`config.mk`:
```
export PLATFORM = sky130hd
export DESIGN_NAME = sbc_bus_cycle_gen
export DESIGN_NICKNAME = d
export VERILOG_FILES = /design/src/rtl/sbc_pkg.sv /design/src/rtl/sbc_region_decode.sv /design/src/rtl/sbc_timing_sel.sv /design/src/rtl/sbc_lane_gen.sv /design/src/rtl/sbc_bus_cycle_gen.sv
export SDC_FILE = /design/constraint.sdc
export NUM_CORES = 1
export LEC_CHECK = 0
export BUFFER_PORTS_ARGS = -buffer_cell sky130_fd_sc_hd__clkbuf_2
export CORE_ASPECT_RATIO = 0.75
export CORE_MARGIN = 4
export CORE_UTILIZATION = 48
export DETAILED_ROUTE_END_ITERATION = 12
export PLACE_DENSITY = 0.78
export SETUP_SLACK_MARGIN = 0.05
export SLEW_MARGIN = 5
export SYNTH_ARGS = -nofsm -noshare
export SYNTH_HDL_FRONTEND = slang
export SYNTH_HIERARCHICAL = 1
export SYNTH_SLANG_ARGS = --single-unit
```
`constraint.sdc`:
```
create_clock -name clk -period 2.1 [get_ports clk]
set_input_delay 0.525 -clock clk [delete_from_list [all_inputs] [get_ports clk]]
set_output_delay 0.525 -clock clk [all_outputs]
set_load 0.02 [all_outputs]
```
`src/rtl/sbc_pkg.sv`:
```
package sbc_pkg;

    typedef enum logic [2:0] {
        ST_IDLE,
        ST_SETUP,
        ST_STROBE,
        ST_HOLD,
        ST_ACK
    } sbc_state_e;

    typedef struct packed {
        logic       setup;
        logic [1:0] hold;
        logic [3:0] waits;
        logic [1:0] size;
    } sbc_timing_t;

    // Coded wait field to cycle count; the largest code stays below 16.
    function automatic logic [3:0] wait_decode(input logic [2:0] code);
        logic [3:0] n;
        unique case (code)
            3'd4:    n = 4'd4;
            3'd5:    n = 4'd6;
            3'd6:    n = 4'd8;
            3'd7:    n = 4'd12;
            default: n = {1'b0, code};
        endcase
        return n;
    endfunction

endpackage

```
`src/rtl/sbc_region_decode.sv`:
```
module sbc_region_decode #(
    parameter int SEL_W     = 3,
    parameter int NUM_REG   = 2,
    parameter int BASE_CODE = 4,
    localparam int IDX_W    = (NUM_REG > 1) ? $clog2(NUM_REG) : 1
) (
    input  logic [SEL_W-1:0] sel,
    output logic             hit,
    output logic [IDX_W-1:0] idx
);
    logic [NUM_REG-1:0] match;

    for (genvar g = 0; g < NUM_REG; g++) begin : g_match
        assign match[g] = (sel == SEL_W'(BASE_CODE + g));
    end

    always_comb begin
        idx = '0;
        for (int i = 0; i < NUM_REG; i++) begin
            if (match[i]) idx = IDX_W'(i);
        end
    end

    assign hit = |match;
endmodule

```
`src/rtl/sbc_timing_sel.sv`:
```
module sbc_timing_sel
    import sbc_pkg::*;
#(
    parameter int NUM_REG = 2,
    localparam int IDX_W  = (NUM_REG > 1) ? $clog2(NUM_REG) : 1
) (
    input  logic [NUM_REG-1:0]   cfg_setup,
    input  logic [2*NUM_REG-1:0] cfg_hold,
    input  logic [3*NUM_REG-1:0] cfg_wait,
    input  logic [2*NUM_REG-1:0] cfg_size,
    input  logic [IDX_W-1:0]     idx,
    output sbc_timing_t          timing
);
    sbc_timing_t per_reg [NUM_REG];

    for (genvar g = 0; g < NUM_REG; g++) begin : g_unpack
        assign per_reg[g].setup = cfg_setup[g];
        assign per_reg[g].hold  = cfg_hold[2*g +: 2];
        assign per_reg[g].waits = wait_decode(cfg_wait[3*g +: 3]);
        assign per_reg[g].size  = cfg_size[2*g +: 2];
    end

    always_comb begin
        timing = per_reg[0];
        for (int i = 0; i < NUM_REG; i++) begin
            if (idx == IDX_W'(i)) timing = per_reg[i];
        end
    end
endmodule

```
`src/rtl/sbc_lane_gen.sv`:
```
module sbc_lane_gen #(
    parameter int BE_W = 8
) (
    input  logic            strobe_wr,
    input  logic [1:0]      size,
    input  logic [BE_W-1:0] be,
    output logic [BE_W-1:0] we_n
);
    for (genvar g = 0; g < BE_W; g++) begin : g_lane
        logic in_width;
        assign in_width = (32'(g) < (32'd1 << size));
        assign we_n[g]  = !(strobe_wr && be[g] && in_width);
    end
endmodule

```
`src/rtl/sbc_bus_cycle_gen.sv`:
```
module sbc_bus_cycle_gen
    import sbc_pkg::*;
#(
    parameter int ADDR_W   = 29,
    parameter int DATA_W   = 64,
    parameter int NUM_REG  = 2,
    parameter int SEL_LSB  = 26,
    parameter int SEL_W    = 3,
    parameter int BASE_SEL = 4,
    localparam int BE_W    = DATA_W / 8,
    localparam int IDX_W   = (NUM_REG > 1) ? $clog2(NUM_REG) : 1
) (
    input  logic                 clk,
    input  logic                 rst_n,
    input  logic                 req_valid,
    input  logic [ADDR_W-1:0]    req_addr,
    input  logic                 req_we,
    input  logic [BE_W-1:0]      req_be,
    input  logic [DATA_W-1:0]    req_wdata,
    output logic                 req_ack,
    output logic [DATA_W-1:0]    rsp_rdata,
    input  logic [NUM_REG-1:0]   cfg_setup,
    input  logic [2*NUM_REG-1:0] cfg_hold,
    input  logic [3*NUM_REG-1:0] cfg_wait,
    input  logic [2*NUM_REG-1:0] cfg_size,
    input  logic                 ext_wait,
    output logic [ADDR_W-1:0]    bus_addr,
    output logic [NUM_REG-1:0]   bus_cs_n,
    output logic                 bus_rd_n,
    output logic [BE_W-1:0]      bus_we_n,
    output logic [DATA_W-1:0]    bus_wdata,
    input  logic [DATA_W-1:0]    bus_rdata
);
    sbc_state_e  state_q, state_d;
    logic [3:0]  wcnt_q, wcnt_d;
    logic [1:0]  hcnt_q, hcnt_d;
    logic [ADDR_W-1:0] addr_q;
    logic [DATA_W-1:0] wdata_q, rdata_q;
    logic [BE_W-1:0]   be_q;
    logic        we_q, hit_q;
    logic [IDX_W-1:0] idx_q;
    sbc_timing_t tim_q;

    logic        dec_hit;
    logic [IDX_W-1:0] dec_idx;
    sbc_timing_t tim_in;
    logic        take_req, take_rd;
    logic        cs_on, strobe_wr;

    sbc_region_decode #(
        .SEL_W(SEL_W), .NUM_REG(NUM_REG), .BASE_CODE(BASE_SEL)
    ) u_dec (
        .sel(req_addr[SEL_LSB +: SEL_W]), .hit(dec_hit), .idx(dec_idx)
    );

    sbc_timing_sel #(.NUM_REG(NUM_REG)) u_tim (
        .cfg_setup(cfg_setup), .cfg_hold(cfg_hold), .cfg_wait(cfg_wait),
        .cfg_size(cfg_size), .idx(dec_idx), .timing(tim_in)
    );

    // Next state and counters.
    always_comb begin
        state_d  = state_q;
        wcnt_d   = wcnt_q;
        hcnt_d   = hcnt_q;
        take_req = 1'b0;
        take_rd  = 1'b0;
        unique case (state_q)
            ST_IDLE: begin
                if (req_valid) begin
                    take_req = 1'b1;
                    if (!dec_hit) begin
                        state_d = ST_ACK;
                    end else if (tim_in.setup) begin
                        state_d = ST_SETUP;
                    end else begin
                        state_d = ST_STROBE;
                        wcnt_d  = tim_in.waits;
                    end
                end
            end
            ST_SETUP: begin
                state_d = ST_STROBE;
                wcnt_d  = tim_q.waits;
            end
            ST_STROBE: begin
                if (wcnt_q != 4'd0) begin
                    wcnt_d = wcnt_q - 4'd1;
                end else if (!ext_wait) begin
                    take_rd = !we_q;
                    if (tim_q.hold == 2'd0) begin
                        state_d = ST_ACK;
                    end else begin
                        state_d = ST_HOLD;
                        hcnt_d  = tim_q.hold;
                    end
                end
            end
            ST_HOLD: begin
                if (hcnt_q == 2'd1) state_d = ST_ACK;
                else                hcnt_d  = hcnt_q - 2'd1;
            end
            ST_ACK:  state_d = ST_IDLE;
            default: state_d = ST_IDLE;
        endcase
    end

    // State register and request capture.
    always_ff @(posedge clk or negedge rst_n) begin
        if (!rst_n) begin
            state_q <= ST_IDLE;
            wcnt_q  <= '0;
            hcnt_q  <= '0;
            addr_q  <= '0;
            wdata_q <= '0;
            rdata_q <= '0;
            be_q    <= '0;
            we_q    <= 1'b0;
            hit_q   <= 1'b0;
            idx_q   <= '0;
            tim_q   <= '0;
        end else begin
            state_q <= state_d;
            wcnt_q  <= wcnt_d;
            hcnt_q  <= hcnt_d;
            if (take_req) begin
                addr_q  <= req_addr;
                wdata_q <= req_wdata;
                be_q    <= req_be;
                we_q    <= req_we;
                hit_q   <= dec_hit;
                idx_q   <= dec_idx;
                tim_q   <= tim_in;
            end
            if (take_rd) rdata_q <= bus_rdata;
        end
    end

    // Outputs.
    always_comb begin
        cs_on     = hit_q && (state_q == ST_SETUP || state_q == ST_STROBE ||
                              state_q == ST_HOLD);
        strobe_wr = (state_q == ST_STROBE) && we_q;
        bus_rd_n  = !((state_q == ST_STROBE) && !we_q);
        req_ack   = (state_q == ST_ACK);
        for (int i = 0; i < NUM_REG; i++) begin
            bus_cs_n[i] = !(cs_on && idx_q == IDX_W'(i));
        end
    end

    assign bus_addr  = addr_q;
    assign bus_wdata = wdata_q;
    assign rsp_rdata = rdata_q;

    sbc_lane_gen #(.BE_W(BE_W)) u_lane (
        .strobe_wr(strobe_wr), .size(tim_q.size), .be(be_q), .we_n(bus_we_n)
    );

    a_r1_cs_onehot: assert property (@(posedge clk) disable iff (!rst_n)
        $onehot0(~bus_cs_n));
    a_r7_rd_inside_cs: assert property (@(posedge clk) disable iff (!rst_n)
        !bus_rd_n |-> !(&bus_cs_n));
    a_r6_no_write_on_read: assert property (@(posedge clk) disable iff (!rst_n)
        !bus_rd_n |-> (&bus_we_n));
    a_r8_ack_pulse: assert property (@(posedge clk) disable iff (!rst_n)
        req_ack |=> !req_ack);
    a_r10_ack_cs_idle: assert property (@(posedge clk) disable iff (!rst_n)
        req_ack |-> (&bus_cs_n) && bus_rd_n && (&bus_we_n));
    a_r12_addr_stable: assert property (@(posedge clk) disable iff (!rst_n)
        (!(&bus_cs_n) && $past(!(&bus_cs_n))) |-> $stable(bus_addr) && $stable(bus_wdata));
endmodule

```
==> metrics.cfg <==
[run_status]
status=finished with violations
failed_checks=setup timing

[pwr]
powerDensity_nw_per_um2=1600
combPwrFrac_pct=45.1
ir_worst_vdd_mv=0.936
switching_share_pct=38.5
p_switching_mw=6.72
p_clk_share_pct=18.3
p_int_mw=10.8
power_mw=17.5
p_seq_share_pct=36.6
p_leak_nw=5.91

[finish]
antenna_cells=0
syn_to_final_growth_pct=34.7
nets=1064
final_cell_area_sq_um=10900
drive_above_1_share_pct=68.0

[sta]
rsz0062_at_grt=yes
timing.final.crit_share_pct=104
maxSlewViolCount=0
setup_viol=7
period_minus_slack_ps=2180
timing.hold.ws_ps=70.4
worst_clock_skew_ps=9.88
fin_ws_ps=-83.7
slew_headroom_pct=63.0
fmax_mhz=458
finalHoldViolCount=0
worst_slew_pin_slew_ps=550

[setup_path]
start_kind=register
critical_path.top_delay_family=buffers and inverters
crit_buf_inv=3
critPathSlowestCell=dfrtp_1
required_ps=1570
crit_path_max_incr_delay_ps=400
path_class=register to primary output
crit_chain=inv_2 > nand2_4 > nor3b_4 > buf_6 > nand4_1 > clkbuf_8
worstSetupEndpointType=primary output
rrSetupSlack_ps=180
cp.arrival_ps=1660
r2r-end=state_q[1]
timing.rr.start=wcnt_q[0]
reg2regPathDepth=5
cp_max_fo=8

[synthesis]
yosysTopAreaCell=dfrtp_1
synth_area_leaders=dfrtp_1 57%, mux2_4 26%, mux2_2 4.6%, buf_6 2.4%, mux2_1 0.83%
avgSynthCellArea_sq_um=16.2
synth_edf_count=0
synth_flop_cell=dfrtp_1
netlist_instances=501
async_reset_ff_share_pct=100
synth_top_cells_by_count=185 x dfrtp_1, 142 x mux2_4, 33 x mux2_2
yosysTopAreaCellShare_pct=56.9
synth_area_sq_um=8130
ys_seq_elements=185
yosysSeqAreaShare_pct=56.9
post-synth-top-count-cell=dfrtp_1
ys_types=49
synthesis.nets=690
ys_warn_count=6

[clocking]
cts.sinks=185
cts_max_level=4
ctsHoldBuffers=0
numCtsBuffers=17
clock_latency_ps=430
ctsLongestPathBuffers=2
root_buffer=clkbuf_16
cts.clk_slew.worst_paths_ps=80
tritoncts=done

[route]
routed_wl_um=21600
wl_per_cell_um=19.6
met1Wirelength_um=8530
drc=0
ant_nets=0
dr_total_vias=5577
drt-vias-per-instance=5.08
drt_iter0_markers=318
drt_pass1_iterations=4
route.top_layer_used=met4
wl_met2_um=10800
routed-wl-met3_um=1790

[placement]
gp_congestion=0.861
dp_hpwl_um=16500
place_area_sq_um=10200
portBuffers=354

[floorplan]
io_pins=355
start_util_pct=49.8
std_cell_rows=40
die_h_um=121
dieArea_sq_um=19100
die_w_um=158
fp.coreArea_sq_um=16300

[global_routing]
grt_max_degree=57
grt_pass1_wl_um=31700
grtUsageTotal_pct=21.7
gr-total-overflow=0
grt_pass1_vias=5785
antenna_found_initial=0

[flow_run]
max_cap_violations=0

[min_path]
hold_class=primary input to async pin

-- per-stage QoR --
step	instances	TNS, ps	setup slack [ps]	utilization, %
2_1_floorplan	501	0	93.5	-
3_3_place_gp	1062	-129	-43.6	62.8
3_5_place_dp	1062	-296	-90.0	62.8
4_1_cts	1097	-327	-76.0	66.7
5_1_grt	1098	-887	-143	67.1
6_report	1098	-373	-83.7	67.1
-- worst reg2reg max path, stage by stage, from the launching register on --
cell and delay [ps]:
dfrtp_2 460, inv_1 110, ha_1 200, or4b_4 510, o41ai_1 380, a21oi_1 120
-- area by class of cell --
class                   count  area [sq um]
fillers                  1165          5370
multi-input cells         277          3270
clock buffers              17           425
repair buffers            382          2150
flip-flops and latches    185          4630
inverters                  12          45.0
well taps                 210           263
clock inverters            15           164
-- per-layer routing --
layer	up-vias	global-route usage, %
li1	2536	-
met1	2766	26.0
met2	242	36.4
met3	33	7.33
met4	0	7.41
met5	-	0
-- flip-flops by register name, summed over array words and instances (netlist names) --
register	cells
bus_wdata	64
rsp_rdata	64
bus_addr	29
be_q	8
tim_q	8
wcnt_q	4
state_q	3
hcnt_q	2
hit_q	1
idx_q	1
we_q	1
-- cells by family after synthesis --
family,after synthesis,synth area share (%)
compound gates,34,3.02
xor+xnor,1,0.108
fa+ha+maj,3,0.462
buf+inv,39,3.52
flops,185,56.9
mux,185,32.1
simple gates,54,3.83
-- worst max path at each step --
stage	start	end	slack, ps	cells after the start
2_1_floorplan	state_q[1]	bus_we_n[4]	90	6
6_report	state_q[2]	bus_we_n[7]	-80	6
3_5_place_dp	req_addr[27]	wcnt_q[1]	-90	7
3_3_place_gp	req_addr[27]	wcnt_q[2]	-40	7
4_1_cts	state_q[2]	bus_we_n[7]	-80	6
5_1_grt	state_q[2]	bus_we_n[7]	-140	6
-- timing repair --
| item | in CTS | in global routing |
|---|---|---|
| buffers inserted | 3 | 1 |
| setup endpoints to repair | 8 | 75 |
| gates resized for setup | 8 | 25 |
| pin swaps | 2 | 2 |
-- power by group through the flow --
| stage | combinational, mW | clock [mW] | sequential [mW] |
|---|---|---|---|
| after global routing | 8.34 | 3.38 | 6.60 |
| after detailed placement | 7.85 | 0 | 6.37 |
| after CTS | 7.91 | 3.24 | 6.38 |
| final | 7.89 | 3.20 | 6.40 |
| after global placement | 7.71 | 0 | 6.31 |
| after floorplan | 3.53 | 0 | 8.00 |
-- cells in the final DEF (no fill, tap or decap), types with 5 or more instances in the layout --
master	Yosys	routed
buf_12	0	9
nand4_1	6	6
nand2_1	8	7
mux2_1	6	6
buf_4	1	20
mux2_2	33	33
inv_1	12	11
o21ai_0	6	6
buf_6	17	5
dfrtp_1	185	183
nand3_1	9	9
mux2_4	142	142
clkbuf_2	0	343
nor2_1	10	9
clkbuf_16	0	17
inv_6	0	5
No activity file was read; power rests on OpenSTA's default activity.
